**config.mk**
```make
export PLATFORM = sky130hd
export DESIGN_NAME = spi_dma_pacer
export DESIGN_NICKNAME = d
export VERILOG_FILES = /design/src/rtl/spi_pace_pkg.sv /design/src/rtl/cyc_countdown.sv /design/src/rtl/byte_tracker.sv /design/src/rtl/irq_latch.sv /design/src/rtl/spi_dma_pacer.sv
export SDC_FILE = /design/constraint.sdc
export NUM_CORES = 1
export LEC_CHECK = 0
export BUFFER_PORTS_ARGS = -buffer_cell sky130_fd_sc_hd__buf_2
export CORE_MARGIN = 8
export CORE_UTILIZATION = 55
export CTS_CLUSTER_DIAMETER = 60
export DETAILED_ROUTE_END_ITERATION = 7
export PLACE_DENSITY = 0.77
export SETUP_SLACK_MARGIN = 0.3
export SYNTH_ARGS = -nofsm -noshare
export SYNTH_HDL_FRONTEND = slang
export SYNTH_SLANG_ARGS = --single-unit
```
**constraint.sdc**
```tcl
create_clock -name clk -period 3.33 [get_ports clk]
set_input_delay 0.666 -clock clk [delete_from_list [all_inputs] [get_ports clk]]
set_output_delay 0.666 -clock clk [all_outputs]
set_load 0.02 [all_outputs]
```
**src/rtl/spi_pace_pkg.sv**
```systemverilog
package spi_pace_pkg;

  typedef enum logic [1:0] {
    DIV_4     = 2'b00,
    DIV_16    = 2'b01,
    DIV_64    = 2'b10,
    DIV_64_ALT = 2'b11
  } clk_div_e;

  typedef struct packed {
    logic [3:0] dly_code;
    logic [3:0] wm_code;
  } pace_cfg_t;

  // Delay code to instruction cycles: doubling up to 128, then 128-steps,
  // then two large values.
  function automatic logic [11:0] dly_cycles(input logic [3:0] code);
    logic [11:0] r;
    if (code < 4'd8)
      r = 12'd1 << code;
    else if (code < 4'd14)
      r = {1'b0, 4'(code - 4'd6), 7'd0};
    else if (code == 4'd14)
      r = 12'd1024;
    else
      r = 12'd2048;
    return r;
  endfunction

  // Watermark code to remaining-byte level.
  function automatic logic [9:0] wm_level(input logic [3:0] code);
    logic [9:0] r;
    if (code == 4'd0)
      r = 10'd0;
    else if (code < 4'd7)
      r = 10'd1 << (code - 4'd1);
    else if (code == 4'd7)
      r = 10'd67;
    else
      r = {4'(code - 4'd6), 6'd0};
    return r;
  endfunction

endpackage

```
**src/rtl/cyc_countdown.sv**
```systemverilog
module cyc_countdown #(
  parameter int CNT_W = 12
) (
  input  logic             clk,
  input  logic             rst_n,
  input  logic             cyc_en,
  input  logic             clear,
  input  logic             arm,
  input  logic [CNT_W-1:0] load_val,
  output logic             done,
  output logic             busy
);

  logic [CNT_W-1:0] cnt;

  always_ff @(posedge clk or negedge rst_n) begin
    if (!rst_n) begin
      cnt  <= '0;
      busy <= 1'b0;
      done <= 1'b0;
    end else begin
      done <= 1'b0;
      if (arm) begin
        busy <= 1'b1;
        cnt  <= load_val;
      end else if (clear) begin
        busy <= 1'b0;
        cnt  <= '0;
      end else if (busy && cyc_en) begin
        if (cnt == CNT_W'(1)) begin
          busy <= 1'b0;
          done <= 1'b1;
        end
        cnt <= cnt - CNT_W'(1);
      end
    end
  end

  // the count only moves on enabled cycles
  a_r12_hold_without_enable: assert property (@(posedge clk) disable iff (!rst_n)
    busy && !cyc_en && !arm && !clear |=> $stable(cnt));

  // expiry is a single-cycle event
  a_r5_done_single: assert property (@(posedge clk) disable iff (!rst_n)
    done |=> !done);

  // a countdown is never started at zero
  a_r3_load_nonzero: assert property (@(posedge clk) disable iff (!rst_n)
    arm |-> load_val != '0);

  // a clear leaves the counter idle
  a_r13_clear_idles: assert property (@(posedge clk) disable iff (!rst_n)
    clear && !arm |=> !busy && !done);

endmodule

```
**src/rtl/byte_tracker.sv**
```systemverilog
module byte_tracker #(
  parameter int REM_W = 16
) (
  input  logic             clk,
  input  logic             rst_n,
  input  logic             start,
  input  logic [REM_W-1:0] len,
  input  logic             byte_done,
  input  logic [REM_W-1:0] level,
  output logic [REM_W-1:0] remaining,
  output logic             accept,
  output logic             more,
  output logic             wm_pulse
);

  logic [REM_W-1:0] next_rem;

  always_comb begin
    accept   = byte_done && !start && (remaining != '0);
    next_rem = remaining - REM_W'(1);
    more     = remaining > REM_W'(1);
  end

  always_ff @(posedge clk or negedge rst_n) begin
    if (!rst_n) begin
      remaining <= '0;
      wm_pulse  <= 1'b0;
    end else begin
      wm_pulse <= accept && (next_rem == level);
      if (start)
        remaining <= len;
      else if (accept)
        remaining <= next_rem;
    end
  end

  // without a start the count never grows
  a_r2_no_growth: assert property (@(posedge clk) disable iff (!rst_n)
    !start |=> remaining <= $past(remaining));

  // the watermark fires once per crossing
  a_r9_single_hit: assert property (@(posedge clk) disable iff (!rst_n)
    wm_pulse |=> !wm_pulse);

endmodule

```
**src/rtl/irq_latch.sv**
```systemverilog
module irq_latch (
  input  logic clk,
  input  logic rst_n,
  input  logic set,
  input  logic clr,
  output logic irq
);

  always_ff @(posedge clk or negedge rst_n) begin
    if (!rst_n)
      irq <= 1'b0;
    else
      irq <= (irq && !clr) || set;
  end

  // a set event is never lost, even against a clear
  a_r10_set_wins: assert property (@(posedge clk) disable iff (!rst_n)
    set |=> irq);

  // a lone clear drops the flag
  a_r10_clear_drops: assert property (@(posedge clk) disable iff (!rst_n)
    clr && !set |=> !irq);

  // the flag is sticky without a clear
  a_r10_sticky: assert property (@(posedge clk) disable iff (!rst_n)
    irq && !clr |=> irq);

endmodule

```
**src/rtl/spi_dma_pacer.sv**
```systemverilog
module spi_dma_pacer
  import spi_pace_pkg::*;
#(
  parameter int CNT_W      = 12,
  parameter int REM_W      = 16,
  parameter int BASE_DIV4  = 8,
  parameter int BASE_DIV16 = 9,
  parameter int BASE_DIV64 = 15
) (
  input  logic             clk,
  input  logic             rst_n,
  input  logic             cyc_en,
  input  logic [7:0]       ctrl_cfg,
  input  logic [1:0]       clk_div_sel,
  input  logic             slave_mode,
  input  logic             dly_irq_en,
  input  logic             xfer_start,
  input  logic [REM_W-1:0] xfer_len,
  input  logic             byte_done,
  input  logic             irq_clr,
  output logic             load_next,
  output logic             irq,
  output logic [REM_W-1:0] remaining
);

  pace_cfg_t        cfg;
  clk_div_e         div_sel;
  logic [CNT_W-1:0] base_gap;
  logic [CNT_W-1:0] dly_len;
  logic [CNT_W-1:0] pace_len;
  logic [REM_W-1:0] wm_lvl;
  logic             accept;
  logic             more;
  logic             wm_pulse;
  logic             arm_pace;
  logic             clr_pace;
  logic             arm_tmo;
  logic             clr_tmo;
  logic             tmo_done;
  logic             pace_busy;
  logic             tmo_busy;

  always_comb begin
    cfg     = pace_cfg_t'(ctrl_cfg);
    div_sel = clk_div_e'(clk_div_sel);
    unique case (div_sel)
      DIV_4:   base_gap = CNT_W'(BASE_DIV4);
      DIV_16:  base_gap = CNT_W'(BASE_DIV16);
      default: base_gap = CNT_W'(BASE_DIV64);
    endcase
    dly_len  = CNT_W'(dly_cycles(cfg.dly_code));
    pace_len = base_gap + (dly_irq_en ? CNT_W'(1) : dly_len);
    wm_lvl   = REM_W'(wm_level(cfg.wm_code));
    arm_pace = accept && more && !slave_mode;
    clr_pace = xfer_start || (accept && !arm_pace);
    arm_tmo  = accept && dly_irq_en;
    clr_tmo  = xfer_start || (accept && !dly_irq_en);
  end

  byte_tracker #(.REM_W(REM_W)) u_track (
    .clk       (clk),
    .rst_n     (rst_n),
    .start     (xfer_start),
    .len       (xfer_len),
    .byte_done (byte_done),
    .level     (wm_lvl),
    .remaining (remaining),
    .accept    (accept),
    .more      (more),
    .wm_pulse  (wm_pulse)
  );

  cyc_countdown #(.CNT_W(CNT_W)) u_gap (
    .clk      (clk),
    .rst_n    (rst_n),
    .cyc_en   (cyc_en),
    .clear    (clr_pace),
    .arm      (arm_pace),
    .load_val (pace_len),
    .done     (load_next),
    .busy     (pace_busy)
  );

  cyc_countdown #(.CNT_W(CNT_W)) u_tmo (
    .clk      (clk),
    .rst_n    (rst_n),
    .cyc_en   (cyc_en),
    .clear    (clr_tmo),
    .arm      (arm_tmo),
    .load_val (dly_len),
    .done     (tmo_done),
    .busy     (tmo_busy)
  );

  irq_latch u_irq (
    .clk   (clk),
    .rst_n (rst_n),
    .set   (tmo_done || wm_pulse),
    .clr   (irq_clr),
    .irq   (irq)
  );

  // a load strobe only appears while bytes are outstanding
  a_r5_load_has_bytes: assert property (@(posedge clk) disable iff (!rst_n)
    load_next |-> remaining != '0);

  // a byte accepted as slave leaves no gap running
  a_r8_slave_no_gap: assert property (@(posedge clk) disable iff (!rst_n)
    accept && slave_mode |=> !pace_busy && !load_next);

  // a start silences both countdowns
  a_r13_start_quiet: assert property (@(posedge clk) disable iff (!rst_n)
    xfer_start |=> !load_next && !pace_busy && !tmo_busy);

endmodule

```
==> summary.md, run 1 <==
| Metric | Value |
|---|---|
| Post-Route WL | 9510 um |
| CTS tree | built |
| Bufs on Longest Clock Path | 2 |
| Ys flop type | dfrtp_1 |
| WHS | 0.477 ns |
| Critical Path AT | 3.06 ns |
| Routed length on met3 | 760 um |
| DIE AREA | 0.00942 mm^2 |
| Hold_buf cts | 0 |
| First-pass GRT wire length | 15900 um |
| GRT Total Usage | 19.9% |
| Ant diodes | 0 |
| Crit path required time | 3.52 ns |
| Input/output buffers | 51 |
| Mean Syn Cell Area | 7.96 um^2 |
| Synth Register Bits | 46 |
| Via/cell ratio | 6.13 |
| Mapped Nets | 503 |
| Setup violators final | 0 |
| Core footprint | 0.00635 mm^2 |
| Setup Skew | 0.0119 ns |
| Ys Warns | 0 |
| Worst setup EP type | register |
| Yosys cell types | 61 |
| Maximum clock rate | 0.348 GHz |
| Layout cell share with drive strength beyond 1 | 16.5% |
| DPL Wire Length | 7030 um |
| Main area contributors after synthesis | dfrtp_1 32%, nor2_1 6.6%, xnor2_1 5.6%, ha_1 4.8%, a21oi_1 4.6% |
| Slew @ Worst Pin | 1.05 ns |
| Final Critical Period | 2.88 ns |
| Synth Instances | 454 |
| Routed length on met2 | 4320 um |
| # clock sinks | 46 |
| GPL Wtd Cong | 0.895 |
| Startpoint Class | register |
| Clock Latency Late Sink | 0.31 ns |
| Num rows | 29 |
| Initial antenna violation count | 0 |
| Post-synth EDFFs | 0 |
| Crit path max fanout | 11 |
| Async set-reset flop share out of synthesis | 100% |
| Seq/Total Area, Yosys | 31.9% |
| TritonCTS Buffers | 5 |
| Fin crit share | 86.3% |
| Hold Path Class | reg -> reg |
| Vias in the first global route | 3247 |
| Commonest non-fill, non-tap cell in the layout | nor2_1 |
| WS Path Type | reg -> reg |
| Synth top area share | 31.9% |
| M1 WL | 4310 um |
| VDD IR max | 232 uV |
| Commonest cells after routing, fill and taps aside | 64 x nor2_1, 51 x buf_2, 46 x dfrtp_1 |
| Die Wd | 97.1 um |
| Root buffer cell | clkbuf_8 |
| TritonRoute pass-1 iters | 7 |
| Post-synth top area cell | dfrtp_1 |
| Status | complete, no violations |
| Gr ovfl total | 0 |
| Die Height | 97.1 um |
| Antenna Nets Post-Route | 0 |
| Vias | 3519 |
| I/O pins | 52 |
| Number of DRC markers in iteration 0 | 298 |
| RSZ-0062 raised after global routing | false |
| Aggregate negative setup slack | 0 ns |
| Hold Vio Cnt, Final | 0 |
| Final slew viol count | 0 |
| Area grow syn2layout | 10.6% |
| Drt wl/cell | 16.6 um |
| Cell Area, Synth | 0.00361 mm^2 |
| DRC | 0 |
| Maxcap violations | 0 |
| Leak pwr | 1.71 nW |
| Largest net degree at the start of global routing | 47 |
| Layout Nets | 545 |
| Htree depth | 2 |
| Starting Density | 56.9% |
| Max layer used | met4 |
| Pwr per Cell Area | 389 mW/mm^2 |
| Max_slew headroom | 30.0% |
| Clock slew at reported path FFs | 0.10 ns |
cells by family (layout without fill, tap and decap cells):
group,count (synthesis),count (layout),synth area share (%)
and+or+nand+nor,199,199,27.7
AOI/OAI and AO/OA,121,121,21.3
DFF,46,46,31.9
buffers and inverters,39,82,5.37
xor gates and xnor gates,32,32,7.76
adders and majority gates,15,15,5.40
muxes,2,2,0.589
state kept, by name, indices dropped and copies added, names as in the netlist:
name and cells:
u_gap.cnt 12, u_tmo.busy 1, u_tmo.done 1, u_track.wm_pulse 1
u_irq.irq 1, u_track.remaining 16, u_tmo.cnt 12, u_gap.busy 1
u_gap.done 1
worst max-delay path, stage by stage, from the launching register on:
cell and delay (ns):
dfrtp_1 0.49, or4_4 0.62, or3_4 0.39, o31a_1 0.44
nor2_8 0.30, nand2_2 0.20, o21a_1 0.15, o22a_1 0.17
metrics by stage:
| stage | worst slack, ns | instance area, um^2 | instances | utilization (%) | total power, mW |
|---|---|---|---|---|---|
| floorplan | 0.517 | 3610 | 454 | - | 0.999 |
| global placement | 0.320 | 3880 | 566 | 61.1 | 1.12 |
| detailed placement | 0.254 | 3880 | 566 | 61.1 | 1.13 |
| CTS | 0.481 | 3990 | 574 | 62.8 | 1.56 |
| global route | 0.329 | 4000 | 574 | 62.9 | 1.65 |
| finish | 0.455 | 4000 | 574 | 62.9 | 1.55 |
layer usage:
layer,vias to the layer above,track usage [%]
met1,1644,27.7
met4,0,5.80
met2,150,29.7
met5,-,0
li1,1710,-
met3,15,4.55
cell type report:
class	instances	area [um^2]
clock buffer	6	72.6
clock inverter	2	37.5
fill	572	2350
inverter	17	63.8
multi-input combinational	369	2270
sequential	46	1150
tap	77	96.3
timing repair buffer	57	300
where the power goes:
| part | leakage, nW | switching (mW) | internal (mW) |
|---|---|---|---|
| clock | 0.0514 | 0.199 | 0.224 |
| sequential | 0.601 | 0.0651 | 0.600 |
| combinational | 1.06 | 0.278 | 0.186 |
cell usage after synthesis, drive strengths merged, types with 2 or more instances:
cell      n
a21o      3
a21oi    34
o21ai    30
or2       4
nor3b     2
or4       5
o41ai     3
nand4     5
clkbuf   12
o21bai    2
xnor2    23
nor2     65
inv      17
xor2      9
o22ai     3
nand2    45
dfrtp    46
a31oi    17
o22a      8
a2111oi   2
nand2b    9
nor3     21
o32ai     3
and2      6
nand3    12
nor4      9
or3       9
buf      10
ha       14
o21a      5
o31ai     2
a211oi    2
worst paths after layout:
check	startpoint	to	slack, ns	cells past startpoint
worst max-delay path	u_track.remaining[8]$_DFFE_PN0P_	u_gap.cnt[10]$_DFFE_PN0P_	0.45	7
worst min-delay path	u_tmo.done$_DFF_PN0_	u_irq.irq$_DFF_PN0_	0.48	2
worst max register to register	u_track.remaining[8]$_DFFE_PN0P_	u_gap.cnt[10]$_DFFE_PN0P_	0.45	7
worst min register to register	u_tmo.done$_DFF_PN0_	u_irq.irq$_DFF_PN0_	0.48	2
max in group asynchronous	rst_n	u_tmo.cnt[11]$_DFFE_PN0P_	2.14	1
min in group asynchronous	rst_n	u_track.remaining[3]$_DFFE_PN0P_	0.54	1
timing repair:
action / CTS / global route
buffers inserted: 0 / 0
resized for setup: 0 / 1
setup endpoints to repair: 0 / 1
No activity file was read; power rests on OpenSTA's default activity.
==> inputs of run 2 (changes only) <==
--- a/config.mk
+++ b/config.mk
@@ -12,2 +12,3 @@
 export DETAILED_ROUTE_END_ITERATION = 7
+export GPL_TIMING_DRIVEN = 0
 export PLACE_DENSITY = 0.77
==> constraint.sdc (replaced) <==
create_clock -name clk -period 3.33 [get_ports clk]
set_input_delay 0.333 -clock clk [delete_from_list [all_inputs] [get_ports clk]]
set_output_delay 0.333 -clock clk [all_outputs]
set_load 0.02 [all_outputs]
==> run 2 against run 1 <==
Against the previous run:
- combinational power up 4.5%
- worst hold slack worse by 0.27 ns
- clock power down 19%
- clock skew down 0.0053 ns
- largest cell class unchanged
==> summary.md, run 2 (synthesized netlist as in run 1, its figures left out) <==
| Metric | Value |
|---|---|
| Hold Path Class | in -> async |
| Pre-CTS setup slack | 0.301 ns (+0.0467 ns) |
| Input/output buffers | 49 (-3.9%) |
| Pwr per Cell Area | 367 mW/mm^2 (-5.5%) |
| GPL Wtd Cong | 0.903 (+0.89%) |
| Final slew viol count | 0 (unchanged) |
| Final Critical Period | 2.80 ns (-0.0768 ns) |
| Overall power | 1.49 mW (-4.3%) |
| Core footprint | 0.00635 mm^2 (unchanged) |
| Fin crit share | 84.0% (-2.3 points) |
| Layout Nets | 559 (+2.6%) |
| WS Path Type | reg -> reg |
| Crit path max fanout | 10 (-1) |
| Aggregate negative setup slack | 0 ns (unchanged) |
| Hold Vio Cnt, Final | 0 (unchanged) |
| Register with the most flip-flops | u_track.remaining |
| Slew @ Worst Pin | 1.04 ns (-0.00944 ns) |
| Leak pwr | 1.73 nW (+1.2%) |
| DRC | 0 (unchanged) |
| Commonest cells after routing, fill and taps aside | 64 x nor2_1, 51 x buf_2, 46 x dfrtp_1 |
| Bufs on Longest Clock Path | 2 (unchanged) |
| RSZ-0062 raised after global routing | false |
| GRT Total Usage | 20.4% (+0.51 points) |
| Maximum clock rate | 0.357 GHz (+2.7%) |
| Area grow syn2layout | 11.9% |
| I/O pins | 52 (unchanged) |
| Vias in the first global route | 3329 (+2.5%) |
| Max_slew headroom | 30.6% (+0.63 points) |
| Critical Path AT | 2.95 ns (-0.11 ns) |
| Number of DRC markers in iteration 0 | 272 (-8.7%) |
| Antenna Nets Post-Route | 0 (unchanged) |
| Clock slew at reported path FFs | 0.08 ns (-0.02 ns) |
| # clock sinks | 46 (unchanged) |
| Commonest non-fill, non-tap cell in the layout | nor2_1 |
| Root buffer cell | clkbuf_8 |
| TritonCTS Buffers | 5 (unchanged) |
| DPL Wire Length | 7280 um (+3.5%) |
| Gr ovfl total | 0 (unchanged) |
| Post-Route WL | 9690 um (+1.8%) |
| VDD IR max | 211 uV (-8.9%) |
| Num rows | 29 (unchanged) |
| First-pass GRT wire length | 16300 um (+2.6%) |
| Crit path required time | 3.48 ns (-0.04 ns) |
| Max reg flops | 16 (unchanged) |
| Ant diodes | 0 (unchanged) |
| Die Height | 97.1 um (unchanged) |
| Worst setup EP type | register |
| Layout cell share with drive strength beyond 1 | 16.3% (-0.19 points) |
| DIE AREA | 0.00942 mm^2 (unchanged) |
| Setup violators final | 0 (unchanged) |
| Htree depth | 2 (unchanged) |
| Vias | 3552 (+0.94%) |
| Post-CTS Setup Repair Bufs | 0 (unchanged) |
| Starting Density | 56.9% (unchanged) |
| CTS tree | built |
| Status | complete, no violations |
| Die Wd | 97.1 um (unchanged) |
| Via/cell ratio | 6.06 (-1.1%) |
| Drt wl/cell | 16.5 um (-0.26%) |
| TritonRoute pass-1 iters | 5 (-2) |
| Startpoint Class | register |
| Largest net degree at the start of global routing | 47 (unchanged) |
| Post-route setup slack | 0.531 ns (+0.0768 ns) |
| Setup Skew | 0.00659 ns (-0.00535 ns) |
| Maxcap violations | 0 (unchanged) |
| Largest regs | u_track.remaining (16), u_gap.cnt (12), u_tmo.cnt (12) |
| Clock Latency Late Sink | 0.30 ns (about the same) |
| Initial antenna violation count | 0 (unchanged) |
-- run 2: cell types whose count changed in the layout (fill, tap and decap cells not counted), sizes merged --
cell      delta
clkinvlp     -1
clkbuf      +12
buf          +2
bufinv       -1
-- run 2: worst paths after layout --
check                                                  from                                to  slack [ns]  depth (start not counted)
max                        u_track.remaining[0]$_DFFE_PN0P_        u_track.wm_pulse$_DFF_PN0_        0.53                         10
min                                                   rst_n  u_track.remaining[3]$_DFFE_PN0P_        0.21                          1
max reg2reg                u_track.remaining[0]$_DFFE_PN0P_        u_track.wm_pulse$_DFF_PN0_        0.53                         10
min reg2reg                            u_tmo.done$_DFF_PN0_               u_irq.irq$_DFF_PN0_        0.48                          2
max in group asynchronous                             rst_n          u_tmo.cnt[1]$_DFFE_PN0P_        2.47                          1
min in group clk                                    irq_clr               u_irq.irq$_DFF_PN0_        0.21                          2
-- run 2: per-stage QoR --
stage	hold WS, ns	std cells	util [%]	instance area (um^2)
floorplan	0.0374	454	-	3610
global placement	0.448	580	62.3	3960
detailed placement	0.455	580	62.3	3960
CTS	0.203	586	63.6	4040
global route	0.227	586	63.7	4040
finish	0.209	586	63.7	4040
-- run 2: worst max-delay path, cell delays in order (launching register included) --
cell and delay [ns]:
dfrtp_1 0.40, clkbuf_2 0.17, inv_1 0.10, ha_1 0.14, clkbuf_1 0.39, nand3_1 0.22, xor2_1 0.23, nor3_1 0.22
a31oi_1 0.08, a211o_1 0.28, a2111oi_0 0.42
-- run 2: routing by layer --
metal,track usage (%),share of wire [%],wire length [um]
met3,4.13,7.0,681
met4,5.33,1.0,97
met2,30.5,45,4310
met5,0,0,0
met1,28.9,47,4590
-- run 2: layout make-up --
cell class | instances | area [um^2]
Fill cell | 567 | 2310
Multi-Input combinational cell | 369 | 2270
Sequential cell | 46 | 1150
Timing Repair Buffer | 49 | 245
Buffer | 22 | 131
Tap cell | 77 | 96.3
Clock buffer | 6 | 82.6
Inverter | 17 | 63.8
-- run 2: timing repair --
action,4_1_cts,5_1_grt
pin swaps,0,0
endpoints found under the setup margin,1,1
hold buffers,0,0
gates cloned,0,0
gates resized for setup,1,2
-- run 2: power breakdown --
part / switching [mW] / leakage, nW / total (mW) / internal [mW]
logic: 0.292 / 1.09 / 0.485 / 0.193
registers: 0.0566 / 0.601 / 0.657 / 0.600
clock network: 0.183 / 0.0431 / 0.343 / 0.160
==> inputs of run 3 (changes only) <==
- CORE_UTILIZATION: 55 -> 53
- PLACE_DENSITY: 0.77 -> 0.78
- clock period: 3.33 -> 2.5 ns (I/O delays scaled with it)
==> run 3 against run 2 <==
Against the previous run:
- the run now ends with negative setup slack left
- global-route usage increased by 3.2 points
- sequential power increased by 35%
- register-to-register slack got worse by 0.66 ns
- fmax increased by 6.6%
- first-iteration DRC count increased by 65%
- highest routed layer unchanged
- critical path depth decreased by 1
- largest cell class unchanged
- final area increased by 27%
- critical endpoint is now u_track.remaining[14]$_DFFE_PN0P_
- flip-flop and latch count unchanged
==> summary.md, run 3 (synthesized netlist as in run 1, its figures left out) <==
| Metric | Value |
|---|---|
| Design area | 0.00512 mm^2 (+27%) |
| Pre-CTS setup slack | -0.493 ns (-0.793 ns) |
| First-pass GRT wire length | 18900 um (+16%) |
| Post-route setup slack | -0.126 ns (-0.657 ns) |
| Vias | 4142 (+17%) |
| Startpoint Class | register |
| Root buffer cell | clkbuf_8 |
| Max_slew headroom | 27.0% (-3.6 points) |
| Fin crit share | 105% (+21 points) |
| Drt wl/cell | 20.7 um (+25%) |
| Starting Density | 54.1% (-2.8 points) |
| DPL Wire Length | 7490 um (+3.0%) |
| Worst setup EP type | register |
| Hold_buf cts | 0 (unchanged) |
| Vias in the first global route | 3921 (+18%) |
| Core footprint | 0.00668 mm^2 (+5.2%) |
| Non-Filler Instances | 637 (+8.7%) |
| Area grow syn2layout | 41.7% |
| CTS tree | built |
| Dpl cells | 583 (+0.52%) |
| Clock Latency Late Sink | 0.31 ns (about the same) |
| Gr ovfl total | 0 (unchanged) |
| CP max-delay cell | or4_4 |
| Input/output buffers | 49 (unchanged) |
| Final slew viol count | 0 (unchanged) |
| I/O pins | 52 (unchanged) |
| Final Critical Period | 2.63 ns (-0.173 ns) |
| Post-Route WL | 13200 um (+36%) |
| Critical Path AT | 2.79 ns (-0.16 ns) |
| TritonRoute pass-1 iters | 6 (+1) |
| Crit path required time | 2.66 ns (-0.82 ns) |
| DRC | 0 (unchanged) |
| RSZ-0062 raised after global routing | true |
| WHS | 0.108 ns (-0.101 ns) |
| GPL Wtd Cong | 0.902 (about the same) |
| Slew @ Worst Pin | 1.09 ns (+0.0543 ns) |
| Antenna Nets Post-Route | 0 (unchanged) |
| Hold Vio Cnt, Final | 0 (unchanged) |
| # clock sinks | 46 (unchanged) |
| Commonest cells after routing, fill and taps aside | 51 x nor2_1, 50 x buf_2, 38 x nand2_1 |
| VDD IR max | 369 uV (+75%) |
| Maxcap violations | 0 (unchanged) |
| Pwr per Cell Area | 476 mW/mm^2 (+29%) |
| WS Path Type | reg -> reg |
| Leak pwr | 2.11 nW (+22%) |
| GRT Total Usage | 23.6% (+3.2 points) |
| Die Wd | 98.6 um (+1.6%) |
| Number of DRC markers in iteration 0 | 448 (+65%) |
| Worst stage delay on the critical path | 0.56 ns (+0.14 ns) |
| Clock slew at reported path FFs | 0.09 ns (about the same) |
| Maximum clock rate | 0.381 GHz (+6.6%) |
| Layout Nets | 605 (+8.2%) |
| Initial antenna violation count | 0 (unchanged) |
| Die Height | 98.6 um (+1.6%) |
| Via/cell ratio | 6.50 (+7.3%) |
| Ant diodes | 0 (unchanged) |
| CP cell instances | or4_4 -> or3_4 -> buf_6 -> o31ai_4 -> buf_4 -> or2_4 -> nor2_4 -> xnor2_2 -> o21ai_1 |
| TritonCTS Buffers | 5 (unchanged) |
| Layout cell share with drive strength beyond 1 | 39.0% (+23 points) |
| Status | finished, violations left |
| Htree depth | 2 (unchanged) |
| Setup violators final | 19 (+19) |
| DIE AREA | 0.00972 mm^2 (+3.1%) |
| Bufs on Longest Clock Path | 2 (unchanged) |
| Failing checks | negative setup slack |
| Commonest non-fill, non-tap cell in the layout | nor2_1 |
| Register with the most flip-flops | u_track.remaining |
| Placement Cell Area | 0.00407 mm^2 (+3.0%) |
| Hold Path Class | in -> reg |
| Final core occ | 76.6% (+13 points) |
| Max reg flops | 16 (unchanged) |
| Crit path max fanout | 4 (-6) |
| Largest net degree at the start of global routing | 47 (unchanged) |
| Setup Skew | 0.0130 ns (+0.00645 ns) |
| Largest regs | u_track.remaining (16), u_gap.cnt (12), u_tmo.cnt (12) |
| Num rows | 30 (+3.4%) |
run 3: cell count changes in the layout (fill, tap and decap cells not counted), sizes merged:
cell,previous run,this run
bufinv,0,1
nand2,45,47
clkbuf,18,16
buf,59,106
run 3: worst paths after layout:
kind,depth (start not counted),slack [ns],endpoint,start
worst max register to register,9,-0.13,u_track.remaining[14]$_DFFE_PN0P_,u_track.remaining[11]$_DFFE_PN0P_
worst max-delay path,9,-0.13,u_track.remaining[14]$_DFFE_PN0P_,u_track.remaining[11]$_DFFE_PN0P_
min in group asynchronous,1,0.14,u_gap.cnt[4]$_DFFE_PN0P_,rst_n
worst min register to register,2,0.46,u_irq.irq$_DFF_PN0_,u_tmo.done$_DFF_PN0_
max in group asynchronous,1,1.61,u_track.remaining[4]$_DFFE_PN0P_,rst_n
worst min-delay path,2,0.11,u_irq.irq$_DFF_PN0_,irq_clr
run 3: routing by layer:
layer / wire length [um] / part of all wire (%) / vias up / track usage [%]
met2: 6220 / 47 / 284 / 38.6
met1: 5070 / 38 / 1962 / 30.0
met4: 575 / 4.4 / 0 / 8.85
li1: - / - / 1831 / -
met3: 1310 / 9.9 / 65 / 4.72
met5: 0 / 0 / - / 0
run 3: per-stage QoR:
stage	setup TNS, ns	power, mW
2_1_floorplan	-0.147	1.36
3_3_place_gp	-2.39	1.54
3_5_place_dp	-3.05	1.56
4_1_cts	-0.120	2.28
5_1_grt	-2.41	2.52
6_report	-0.903	2.43
run 3: area by class of cell:
cell class	count	area (um^2)
timing repair buffer	93	687
tap	80	100
clock buffer	7	86.3
buffer	22	189
sequential	46	1160
clock inverter	1	30.0
inverter	17	63.8
multi-input combinational	371	2800
fill	446	1560
run 3: what timing repair did:
action / 4_1_cts / 5_1_grt
setup endpoints to repair: 45 / 45
setup buffers: 26 / 15
resized for setup: 88 / 52
pin swaps: 36 / 30
cloned: 4 / 1
run 3: worst max-delay path, delay by kind of cell, from the launching register on:
kind / cells / cell delay, ns
AND/OR/NAND/NOR: 4 / 1.18
flip-flops: 1 / 0.41
XOR/XNOR: 1 / 0.14
buffers and inverters: 2 / 0.33
AO/OA/AOI/OAI: 2 / 0.42
run 3: power by group:
| group | leakage [nW] | total, mW | switching (mW) | internal, mW |
|---|---|---|---|---|
| Combinational | 1.47 | 0.937 | 0.545 | 0.392 |
| Clock | 0.0585 | 0.611 | 0.284 | 0.327 |
| Sequential | 0.590 | 0.887 | 0.0835 | 0.803 |
